<file path="config.mk">
export PLATFORM = sky130hd
export DESIGN_NAME = dct_chan
export DESIGN_NICKNAME = d
export VERILOG_FILES = /design/src/rtl/dct_pkg.sv /design/src/rtl/dct_sync.sv /design/src/rtl/dct_hold.sv /design/src/rtl/dct_core.sv /design/src/rtl/dct_chan.sv
export SDC_FILE = /design/constraint.sdc
export NUM_CORES = 1
export LEC_CHECK = 0
export BUFFER_PORTS_ARGS = -buffer_cell sky130_fd_sc_hd__buf_2
export CAP_MARGIN = 20
export CORE_MARGIN = 2
export CORE_UTILIZATION = 40
export CTS_CLUSTER_SIZE = 30
export DETAILED_ROUTE_END_ITERATION = 7
export HOLD_SLACK_MARGIN = 0.12
export SLEW_MARGIN = 20
export SYNTH_ARGS = -nofsm -noshare
export SYNTH_HDL_FRONTEND = slang
export SYNTH_SLANG_ARGS = --single-unit
</file>
<file path="constraint.sdc">
create_clock -name clk_i -period 2.95 [get_ports clk_i]
set_input_delay 0.295 -clock clk_i [delete_from_list [all_inputs] [get_ports clk_i]]
set_output_delay 0.295 -clock clk_i [all_outputs]
set_load 0.01 [all_outputs]
</file>
<file path="src/rtl/dct_pkg.sv">
package dct_pkg;
  typedef enum logic [2:0] {
    MODE_NONE    = 3'b000,
    MODE_TIMEOUT = 3'b001,
    MODE_STROBE  = 3'b010,
    MODE_ONESHOT = 3'b011,
    MODE_RATE    = 3'b100,
    MODE_DUTY    = 3'b101
  } mode_e;

  typedef struct packed {
    logic       jam;
    logic       hold;
    logic       run;
    logic       ie;
    logic       pol;
    logic [2:0] mode;
  } ctrl_t;
endpackage

</file>
<file path="src/rtl/dct_sync.sv">
module dct_sync #(
  parameter int W      = 2,
  parameter int STAGES = 2
) (
  input  logic         clk_i,
  input  logic         rst_ni,
  input  logic [W-1:0] d_i,
  output logic [W-1:0] q_o
);
  for (genvar i = 0; i < W; i++) begin : g_bit
    logic [STAGES-1:0] sh_q;
    always_ff @(posedge clk_i or negedge rst_ni) begin
      if (!rst_ni) sh_q <= '0;
      else         sh_q <= {sh_q[STAGES-2:0], d_i[i]};
    end
    assign q_o[i] = sh_q[STAGES-1];
  end
endmodule

</file>
<file path="src/rtl/dct_hold.sv">
module dct_hold #(
  parameter int CW = 16
) (
  input  logic          clk_i,
  input  logic          rst_ni,
  input  logic [CW-1:0] cnt_i,
  input  logic          freeze_i,
  input  logic          snap_req_i,
  input  logic          fall_i,
  output logic [CW-1:0] hold_o
);
  logic pend_q;

  always_ff @(posedge clk_i or negedge rst_ni) begin
    if (!rst_ni) begin
      hold_o <= '0;
      pend_q <= 1'b0;
    end else if (snap_req_i) begin
      pend_q <= 1'b1;
    end else if (pend_q && fall_i) begin
      hold_o <= cnt_i;
      pend_q <= 1'b0;
    end else if (!freeze_i) begin
      hold_o <= cnt_i;
    end
  end
endmodule

</file>
<file path="src/rtl/dct_core.sv">
module dct_core import dct_pkg::*; #(
  parameter int CW = 16
) (
  input  logic          clk_i,
  input  logic          rst_ni,
  input  logic [2:0]    mode_i,
  input  logic [CW-1:0] jam_i,
  input  logic          ctl_wr_i,
  input  logic          jam_req_i,
  input  logic          arm_req_i,
  input  logic          tick_i,
  input  logic          gate_ok_i,
  input  logic          gate_edge_i,
  output logic [CW-1:0] cnt_o,
  output logic          out_o,
  output logic          evt_o
);
  localparam int HALF = CW / 2;

  logic active_q, load_pend_q, hw_wait_q;
  logic do_load, step, fire;
  logic [HALF-1:0] hi, lo;

  assign hi      = cnt_o[CW-1:HALF];
  assign lo      = cnt_o[HALF-1:0];
  assign do_load = tick_i && load_pend_q && gate_ok_i;
  assign step    = tick_i && !do_load && active_q &&
                   (gate_ok_i || (mode_i == MODE_ONESHOT && hw_wait_q));

  always_comb begin
    fire = 1'b0;
    if (step && !ctl_wr_i) begin
      case (mode_i)
        MODE_TIMEOUT, MODE_ONESHOT, MODE_STROBE: fire = (cnt_o == CW'(1));
        MODE_RATE: fire = (cnt_o <= CW'(1));
        MODE_DUTY: fire = out_o && (hi <= HALF'(1));
        default:   fire = 1'b0;
      endcase
    end
  end

  always_ff @(posedge clk_i or negedge rst_ni) begin
    if (!rst_ni) begin
      cnt_o       <= '0;
      out_o       <= 1'b0;
      active_q    <= 1'b0;
      load_pend_q <= 1'b0;
      hw_wait_q   <= 1'b0;
      evt_o       <= 1'b0;
    end else begin
      evt_o <= fire;
      if (ctl_wr_i) begin
        if (jam_req_i) begin
          load_pend_q <= 1'b1;
          active_q    <= 1'b0;
          hw_wait_q   <= 1'b0;
          out_o       <= 1'b0;
        end else if (arm_req_i) begin
          load_pend_q <= 1'b0;
          active_q    <= 1'b0;
          hw_wait_q   <= 1'b1;
          out_o       <= 1'b0;
        end
      end else begin
        if (do_load) begin
          cnt_o       <= jam_i;
          load_pend_q <= 1'b0;
          active_q    <= 1'b1;
          out_o       <= (mode_i == MODE_TIMEOUT) || (mode_i == MODE_ONESHOT) ||
                         (mode_i == MODE_DUTY);
        end else if (step) begin
          case (mode_i)
            MODE_TIMEOUT, MODE_ONESHOT, MODE_STROBE: begin
              if (cnt_o == '0) begin
                cnt_o    <= '1;
                active_q <= 1'b0;
                out_o    <= 1'b0;
              end else begin
                cnt_o <= cnt_o - CW'(1);
                if (cnt_o == CW'(1)) out_o <= (mode_i == MODE_STROBE);
              end
            end
            MODE_RATE: begin
              if (cnt_o <= CW'(1)) begin
                cnt_o <= jam_i;
                out_o <= 1'b1;
              end else begin
                cnt_o <= cnt_o - CW'(1);
                out_o <= 1'b0;
              end
            end
            MODE_DUTY: begin
              if (out_o) begin
                if (hi <= HALF'(1)) begin
                  cnt_o[CW-1:HALF] <= jam_i[CW-1:HALF];
                  out_o            <= 1'b0;
                end else cnt_o[CW-1:HALF] <= hi - HALF'(1);
              end else begin
                if (lo <= HALF'(1)) begin
                  cnt_o[HALF-1:0] <= jam_i[HALF-1:0];
                  out_o           <= 1'b1;
                end else cnt_o[HALF-1:0] <= lo - HALF'(1);
              end
            end
            default: ;
          endcase
        end
        // hardware start / retrigger
        if (hw_wait_q && gate_edge_i && mode_i == MODE_ONESHOT) load_pend_q <= 1'b1;
      end
    end
  end
endmodule

</file>
<file path="src/rtl/dct_chan.sv">
module dct_chan import dct_pkg::*; #(
  parameter int DW          = 8,
  parameter int SYNC_STAGES = 2
) (
  input  logic           clk_i,
  input  logic           rst_ni,
  input  logic           cnt_clk_i,
  input  logic           gate_i,
  input  logic           wr_en_i,
  input  logic [1:0]     wr_addr_i,
  input  logic [DW-1:0]  wr_data_i,
  output logic [2*DW-1:0] hold_o,
  output logic           out_o,
  output logic           out_no,
  output logic           irq_no
);
  localparam int CW = 2 * DW;

  ctrl_t           ctrl_q;
  logic [CW-1:0]   jam_q, cnt;
  logic [1:0]      sync_q;
  logic            cnt_clk_s, gate_s, cnt_clk_d, gate_ok, gate_ok_d;
  logic            gate_edge, cnt_fall, tick, ctl_wr, evt, irq_q, run, ie;
  logic            jam_req, arm_req;

  dct_sync #(.W(2), .STAGES(SYNC_STAGES)) u_sync (
    .clk_i (clk_i), .rst_ni(rst_ni), .d_i({gate_i, cnt_clk_i}), .q_o(sync_q)
  );
  assign cnt_clk_s = sync_q[0];
  assign gate_s    = sync_q[1];

  assign run       = ctrl_q.run;
  assign ie        = ctrl_q.ie;
  assign gate_ok   = (gate_s == ctrl_q.pol);
  assign gate_edge = gate_ok && !gate_ok_d;
  assign cnt_fall  = cnt_clk_d && !cnt_clk_s;
  assign tick      = cnt_fall && run;
  assign ctl_wr    = wr_en_i && (wr_addr_i == 2'd0);
  assign jam_req   = wr_data_i[7];
  assign arm_req   = !wr_data_i[7] && (wr_data_i[2:0] == MODE_ONESHOT);

  always_ff @(posedge clk_i or negedge rst_ni) begin
    if (!rst_ni) begin
      ctrl_q    <= '0;
      jam_q     <= '0;
      cnt_clk_d <= 1'b0;
      gate_ok_d <= 1'b0;
      irq_q     <= 1'b0;
    end else begin
      cnt_clk_d <= cnt_clk_s;
      gate_ok_d <= gate_ok;
      if (ctl_wr) begin
        // mode 000 with reload keeps the current mode
        ctrl_q <= ctrl_t'({wr_data_i[7:3],
                  (wr_data_i[7] && wr_data_i[2:0] == 3'b000) ? ctrl_q.mode : wr_data_i[2:0]});
        irq_q  <= 1'b0;
      end else if (evt && ie) begin
        irq_q <= 1'b1;
      end
      if (wr_en_i && wr_addr_i == 2'd1) jam_q[DW-1:0]  <= wr_data_i;
      if (wr_en_i && wr_addr_i == 2'd2) jam_q[CW-1:DW] <= wr_data_i;
    end
  end

  dct_core #(.CW(CW)) u_core (
    .clk_i      (clk_i),
    .rst_ni     (rst_ni),
    .mode_i     (ctrl_q.mode),
    .jam_i      (jam_q),
    .ctl_wr_i   (ctl_wr),
    .jam_req_i  (jam_req),
    .arm_req_i  (arm_req),
    .tick_i     (tick),
    .gate_ok_i  (gate_ok),
    .gate_edge_i(gate_edge),
    .cnt_o      (cnt),
    .out_o      (out_o),
    .evt_o      (evt)
  );

  dct_hold #(.CW(CW)) u_hold (
    .clk_i     (clk_i),
    .rst_ni    (rst_ni),
    .cnt_i     (cnt),
    .freeze_i  (ctrl_q.hold),
    .snap_req_i(ctl_wr && wr_data_i[6]),
    .fall_i    (cnt_fall),
    .hold_o    (hold_o)
  );

  assign out_no = !out_o;
  assign irq_no = !irq_q;
endmodule

</file>
# Word level (Yosys, flattened, before mapping)
# Index checks and enable logic that the tools add are counted.
dict set report op_classes {
  muxes 40
  addsub 3
  n_div 0
  n_reduce_logical 53
  eq_ne 15
  shifts 0
  bitwise 3
  order_cmp 3
  mul 0
}
# cell n
set op_table {}
lappend op_table {{two-way mux 16 bit} 6}
lappend op_table {{case mux 16 bit (3 select lines)} 1}
lappend op_table {{two-way mux 8 bit} 4}
lappend op_table {{two-way mux 1 bit} 27}
lappend op_table {{logical AND 1 bit} 21}
lappend op_table {{equality test 16 x 1 -> 1 bit (second input constant)} 1}
lappend op_table {{<= comparator 16 x 1 -> 1 bit (second input constant)} 1}
lappend op_table {{<= comparator 8 x 1 -> 1 bit (second input constant)} 2}
lappend op_table {{logical NOT 16 bit} 1}
lappend op_table {{AND reduction 4 bit} 4}
lappend op_table {{subtractor 16 x 1 -> 16 bit (second input constant)} 1}
lappend op_table {{subtractor 8 x 1 -> 8 bit (second input constant)} 2}
lappend op_table {{nonzero test 3 bit} 4}
lappend op_table {{equality test 3 x 2 -> 1 bit (second input constant)} 3}
lappend op_table {{AND reduction 2 bit} 4}
lappend op_table {{nonzero test 2 bit} 4}
lappend op_table {{logical NOT 1 bit} 7}
lappend op_table {{equality test 3 bit (second input constant)} 2}
lappend op_table {{case mux 1 bit (3 select lines)} 2}
lappend op_table {{inequality test 5 x 2 -> 1 bit (second input constant)} 1}
lappend op_table {{nonzero test 5 bit} 1}
lappend op_table {{nonzero test 4 bit} 1}
lappend op_table {{equality test 3 x 1 -> 1 bit (second input constant)} 1}
lappend op_table {{logical NOT 3 bit} 1}
lappend op_table {{11 further kinds} 15}
dict set report totals {
  ff_bits 68
  mem_count 0
  in_bits 15
  mem_bits_ro 0
  out_inout_bits 19
  word_cells 138
  mem_bits_rw 0
  latchBits 0
}

# Longest topological paths before layout
dict set report depth {
  ltp_word 12
  ltp_mapped 11
  depth_no_buf 9
}

# Hierarchy
# Synthesis repeated with hierarchy kept, for this count alone.
dict set report unflattened {
  cells_unflattened 410
  hier_area_um2 4030.1
}
# module area_each_um2 instances cells_per_inst seq_area_each_um2
set modules_own_cells {}
lappend modules_own_cells {dct_core 1960.6 1 256 525.5}
lappend modules_own_cells {dct_chan 1078.5 1 72 650.6}
lappend modules_own_cells {dct_hold 875.8 1 76 425.4}
lappend modules_own_cells {dct_sync 115.1 1 6 100.1}

# Least setup slack after synthesis
# No wires, ideal clock.
dict set report synth_timing {
  kind {register -> register}
  start {reg u_core.cnt_o[4]}
  end {reg u_core.cnt_o[0]}
  arrival_time_ps 2351
  setup_slack_ps 517
  stages_incl_launch_ff 9
  required_time_ps 2867
  path_cell_list {dfrtp_1 > buf_6 > or4_4 > buf_6 > or4_4 > o31ai_2 > nor2_1 > a221o_1 > o21ai_0}
}
dict set report synth_via {
  elab_chain_cells 6
  word_cells_on_any_way 10
  cone_classes {2 x order compare; 7 x mux; 1 x reduce/logical}
}
# element line
set synth_lines {}
lappend synth_lines {{from (decl)} dct_core.sv:14} ;# output logic [CW-1:0] cnt_o,
lappend synth_lines {{from (signal assigned)} dct_core.sv:66} ;# cnt_o <= jam_i;
lappend synth_lines {{from (signal assigned)} dct_core.sv:79} ;# cnt_o <= cnt_o - CW'(1);
lappend synth_lines {{from (signal assigned)} dct_core.sv:85} ;# cnt_o <= jam_i;
lappend synth_lines {{<= comparator 8 x 1 -> 1 bit} dct_core.sv:99} ;# if (lo <= HALF'(1)) begin
lappend synth_lines {{two-way mux 8 bit} dct_core.sv:99}
lappend synth_lines {{two-way mux 8 bit} dct_core.sv:93} ;# if (out_o) begin
lappend synth_lines {{case mux 16 bit (3 select lines) *} dct_core.sv:72} ;# case (mode_i)
lappend synth_lines {{two-way mux 16 bit *} dct_core.sv:71} ;# end else if (step) begin
lappend synth_lines {{two-way mux 16 bit *} dct_core.sv:65} ;# if (do_load) begin
# Every way passes the cells marked *; elsewhere a longest branch is shown, timed or not. The select of a mux whose other input is x is not followed.
# A chain may end at the register's enable or synchronous reset.

# Final worst setup path
dict set report layout_timing {
  start {reg u_core.cnt_o[0]}
  end {reg u_core.cnt_o[14]}
}
dict set report layout_via {
  elab_chain_cells 5
  word_cells_on_any_way 8
  cone_classes {1 x add/sub; 1 x order compare; 5 x mux; 1 x reduce/logical}
}
# element line
set layout_lines {}
lappend layout_lines {{subtractor 16 x 1 -> 16 bit (tied with other cells)} {dct_core.sv:79, dct_core.sv:88}}
lappend layout_lines {{two-way mux 16 bit, on equally long branches} {dct_core.sv:84, dct_core.sv:74}}
lappend layout_lines {{case mux 16 bit (3 select lines) *} dct_core.sv:72}
lappend layout_lines {{two-way mux 16 bit *} dct_core.sv:71}
lappend layout_lines {{two-way mux 16 bit *} dct_core.sv:65}
# Marks and branches as above.

==> impl_metrics.py <==
metrics = {
    "status": {
        "status": "completed",
    },
    "placed_design": {
        "placed_area_um2": 4091,
        "io_buffers": 33,
        "dp_hpwl_um": 6720,
        "place_congestion": 0.9272,
        "dp.cells": 529,
    },
    "synth": {
        "synth_most_common_cell": "dfrtp_1",
        "synthTopCellsByCount": "68 x dfrtp_1, 37 x mux2_2, 35 x nor2_1",
        "synth_flop_cell": "dfrtp_1",
        "synthCells": 373,
        "synth.area.top_cells": "dfrtp_1 44%, mux2_2 11%, nor2_1 3.4%",
        "yosys.area.top_type": "dfrtp_1",
        "synth_enable_flop_cells": 0,
        "netlist_area_um2": 3830,
        "synth_cell_types": 59,
        "ys_async_sr_fraction_pct": 100.0,
        "ys.warnings.count": 0,
        "ys_ff_latch": 68,
        "synth_top_area_share_pct": 44.43,
        "synth_nets": 394,
        "avgSynthCellArea_um2": 10.27,
        "synth.yosys.seq_area_share_pct": 44.43,
    },
    "finish": {
        "layout-drive-gt1-share_pct": 28.40,
        "fin_nets": 435,
        "area_growth_pct": 12.38,
        "fillerInstances": 939,
        "stdcell_count": 548,
        "stdcell_area_um2": 4304,
        "n_antenna_cell": 0,
    },
    "route": {
        "avgViaCountPerCell": 5.575,
        "routedWlPerCell_um": 16.71,
        "finalWirelength_um": 9156,
        "drt_iter0_drc": 243,
        "drt_first_pass_iters": 5,
        "drc": 0,
        "final_antenna_net_count": 0,
        "vias": 3055,
    },
    "critical_path": {
        "rr_endpoint": "u_core.cnt_o[14]$_DFFE_PN0P_",
        "setup.worst_path.end": "u_core.cnt_o[14]$_DFFE_PN0P_",
        "cp.required_ns": 3.20,
        "reg2reg_depth": 9,
        "critPathCaptureType": "register",
        "startpoint_type": "register",
        "reg2reg_slack_ns": 0.18,
        "cp.arrival_ns": 3.01,
        "startpoint": "u_core.cnt_o[0]$_DFFE_PN0P_",
        "r2r-start": "u_core.cnt_o[0]$_DFFE_PN0P_",
        "worstSetupPathType": "register to register",
        "path_max_fanout": 8,
    },
    "sta": {
        "drv_slew": 0,
        "finalCritPeriodShare_pct": 93.76,
        "setup_viol_count_final": 0,
        "slew_headroom_pct": 51.23,
        "fin_crit_ns": 2.766,
        "hold_ws_ns": 0.1946,
        "fin_skew_ns": 0.009306,
        "rsz0062_at_grt": "no",
        "max_slew.worst_pin.slew_ns": 0.7239,
        "fmax_mhz": 361.5,
        "finalHoldViolations": 0,
        "tns_ns": 0,
    },
    "clock_network": {
        "cts_root_buf": "clkbuf_8",
        "h-tree-depth": 3,
        "cts_buffer_depth": 2,
        "numCtsBuffers": 9,
        "clock_sinks": 68,
        "post_cts_resized": 0,
        "path_clk_slew_ns": 0.08,
        "clock_latency_ns": 0.36,
        "tritoncts": "done",
    },
    "job": {
        "cap_violations": 0,
    },
    "power_and_ir_drop": {
        "p_leak_nw": 1.789,
        "power.density_nw_per_um2": 799.7,
        "peakVddDrop_mv": 0.3489,
    },
    "global_routing": {
        "grt_pass1_vias": 2890,
        "gr-total-overflow": 0,
        "met2_usage_pct": 29.96,
        "antenna_found_initial": 0,
        "grt_max_degree": 32,
        "use_met1_pct": 25.57,
        "use_met3_pct": 3.694,
        "grt-busiest-layer": "met2",
        "globalRouteTotalUtil_pct": 18.73,
        "grt_pass1_wl_um": 14790,
    },
    "floorplanning": {
        "initial_core_util_pct": 41.25,
        "rows": 35,
        "dieArea_um2": 10370,
        "die_h_um": 101.9,
        "coreArea_um2": 9284,
        "fp.dieW_um": 101.9,
        "ioPinCount": 34,
    },
    "min_path": {
        "hold_path.class": "primary input to register",
    },
}
critical path: stages, from the launching register on:
cell	delay [ns]
dfrtp_1	0.44
inv_1	0.12
ha_1	0.20
or4bb_1	0.48
or4_4	0.47
nor2_1	0.21
nor2_1	0.21
o221ai_1	0.17
a21oi_1	0.13
o22ai_1	0.23
power by group:
group | internal [mW] | switching, mW | total (mW) | leakage [nW]
clock network | 0.315 | 0.401 | 0.715 | 0.0870
registers | 1.18 | 0.183 | 1.36 | 0.818
logic | 0.619 | 0.747 | 1.37 | 0.883
total | 2.11 | 1.33 | 3.44 | 1.79
state kept, by name, indices dropped and copies added, names as in the netlist:
name                flops
jam_q                  16
u_core.cnt_o           16
u_hold.hold_o          16
ctrl_q                  5
u_sync.g_bit.sh_q       4
cnt_clk_d               1
gate_ok_d               1
ie                      1
irq_q                   1
run                     1
u_core.active_q         1
u_core.evt_o            1
u_core.hw_wait_q        1
u_core.load_pend_q      1
u_core.out_o            1
u_hold.pend_q           1
timing repair:
action | CTS | global route
hold endpoints to repair | 29 | 0
setup buffers | 0 | 0
hold buffers | 3 | 0
area by class of cell:
cell class                      instances  area [µm²]  share of cell area [%]
Clock buffer                            9       123.9                   2.878
Clock inverter                          7       55.05                   1.279
Inverter                               13       48.80                   1.134
Multi-Input combinational cell        270        1898                   44.10
Sequential cell                        68        1702                   39.53
Tap cell                              129       161.4                   3.750
Timing Repair Buffer                   52       315.3                   7.326
layer usage:
layer / up-vias / wire, µm
met5: - / 0
met4: 0 / 138
met2: 71 / 4409
met1: 1532 / 4285
li1: 1436 / -
met3: 16 / 322
layout by cell type (no fill, tap or decap), drive strengths merged, types with 2 or more instances in the layout:
cell / Yosys / routed
a211oi: 9 / 9
a21oi: 22 / 22
a221oi: 2 / 2
a22o: 4 / 4
a2bb2oi: 3 / 3
a311o: 2 / 2
a31oi: 5 / 5
and3: 3 / 3
buf: 14 / 49
clkbuf: 8 / 9
clkinvlp: 0 / 2
dfrtp: 68 / 68
dlygate4sd3: 0 / 3
ha: 6 / 6
inv: 13 / 17
mux2: 37 / 37
mux2i: 5 / 5
nand2: 20 / 20
nand2b: 4 / 4
nand3: 11 / 11
nand3b: 3 / 3
nor2: 35 / 35
nor3: 23 / 23
nor3b: 2 / 2
nor4: 2 / 2
nor4b: 3 / 3
o211ai: 3 / 3
o21a: 2 / 2
o21ai: 26 / 26
o22ai: 2 / 2
or2: 2 / 2
or3: 3 / 3
or4: 4 / 4
xnor2: 6 / 6
xor2: 5 / 5
metrics by stage:
| step | utilization [%] | power (mW) | setup WS, ns |
|---|---|---|---|
| after floorplan | - | 2.353 | 0.5166 |
| after global placement | 44.07 | 2.718 | 0.2706 |
| after detailed placement | 44.07 | 2.733 | 0.2292 |
| after CTS | 46.32 | 3.460 | 0.2021 |
| after global routing | 46.36 | 3.689 | 0.005155 |
| final | 46.36 | 3.442 | 0.1841 |
how the worst min path moves through the flow:
stage | end | start | cells after the start
2_1_floorplan | cnt_clk_d$_DFF_PN0_ | rst_ni | 0
4_1_cts | jam_q[13]$_DFFE_PN0P_ | wr_data_i[5] | 2
3_5_place_dp | u_sync.g_bit[1].sh_q[1]$_DFF_PN0_ | u_sync.g_bit[1].sh_q[0]$_DFF_PN0_ | 0
5_1_grt | jam_q[5]$_DFFE_PN0P_ | wr_data_i[5] | 2
3_3_place_gp | u_sync.g_bit[0].sh_q[1]$_DFF_PN0_ | u_sync.g_bit[0].sh_q[0]$_DFF_PN0_ | 0
6_report | jam_q[13]$_DFFE_PN0P_ | wr_data_i[5] | 2
kinds of logic after synthesis:
kind of cell / Yosys count / synth area share (%)
compound gates: 90 / 15.52
xor+xnor: 11 / 2.515
fa+ha+maj: 6 / 1.960
buf+inv: 35 / 6.240
flops: 68 / 44.43
mux: 42 / 12.19
simple gates: 121 / 17.15
No activity file was read; power rests on OpenSTA's default activity.
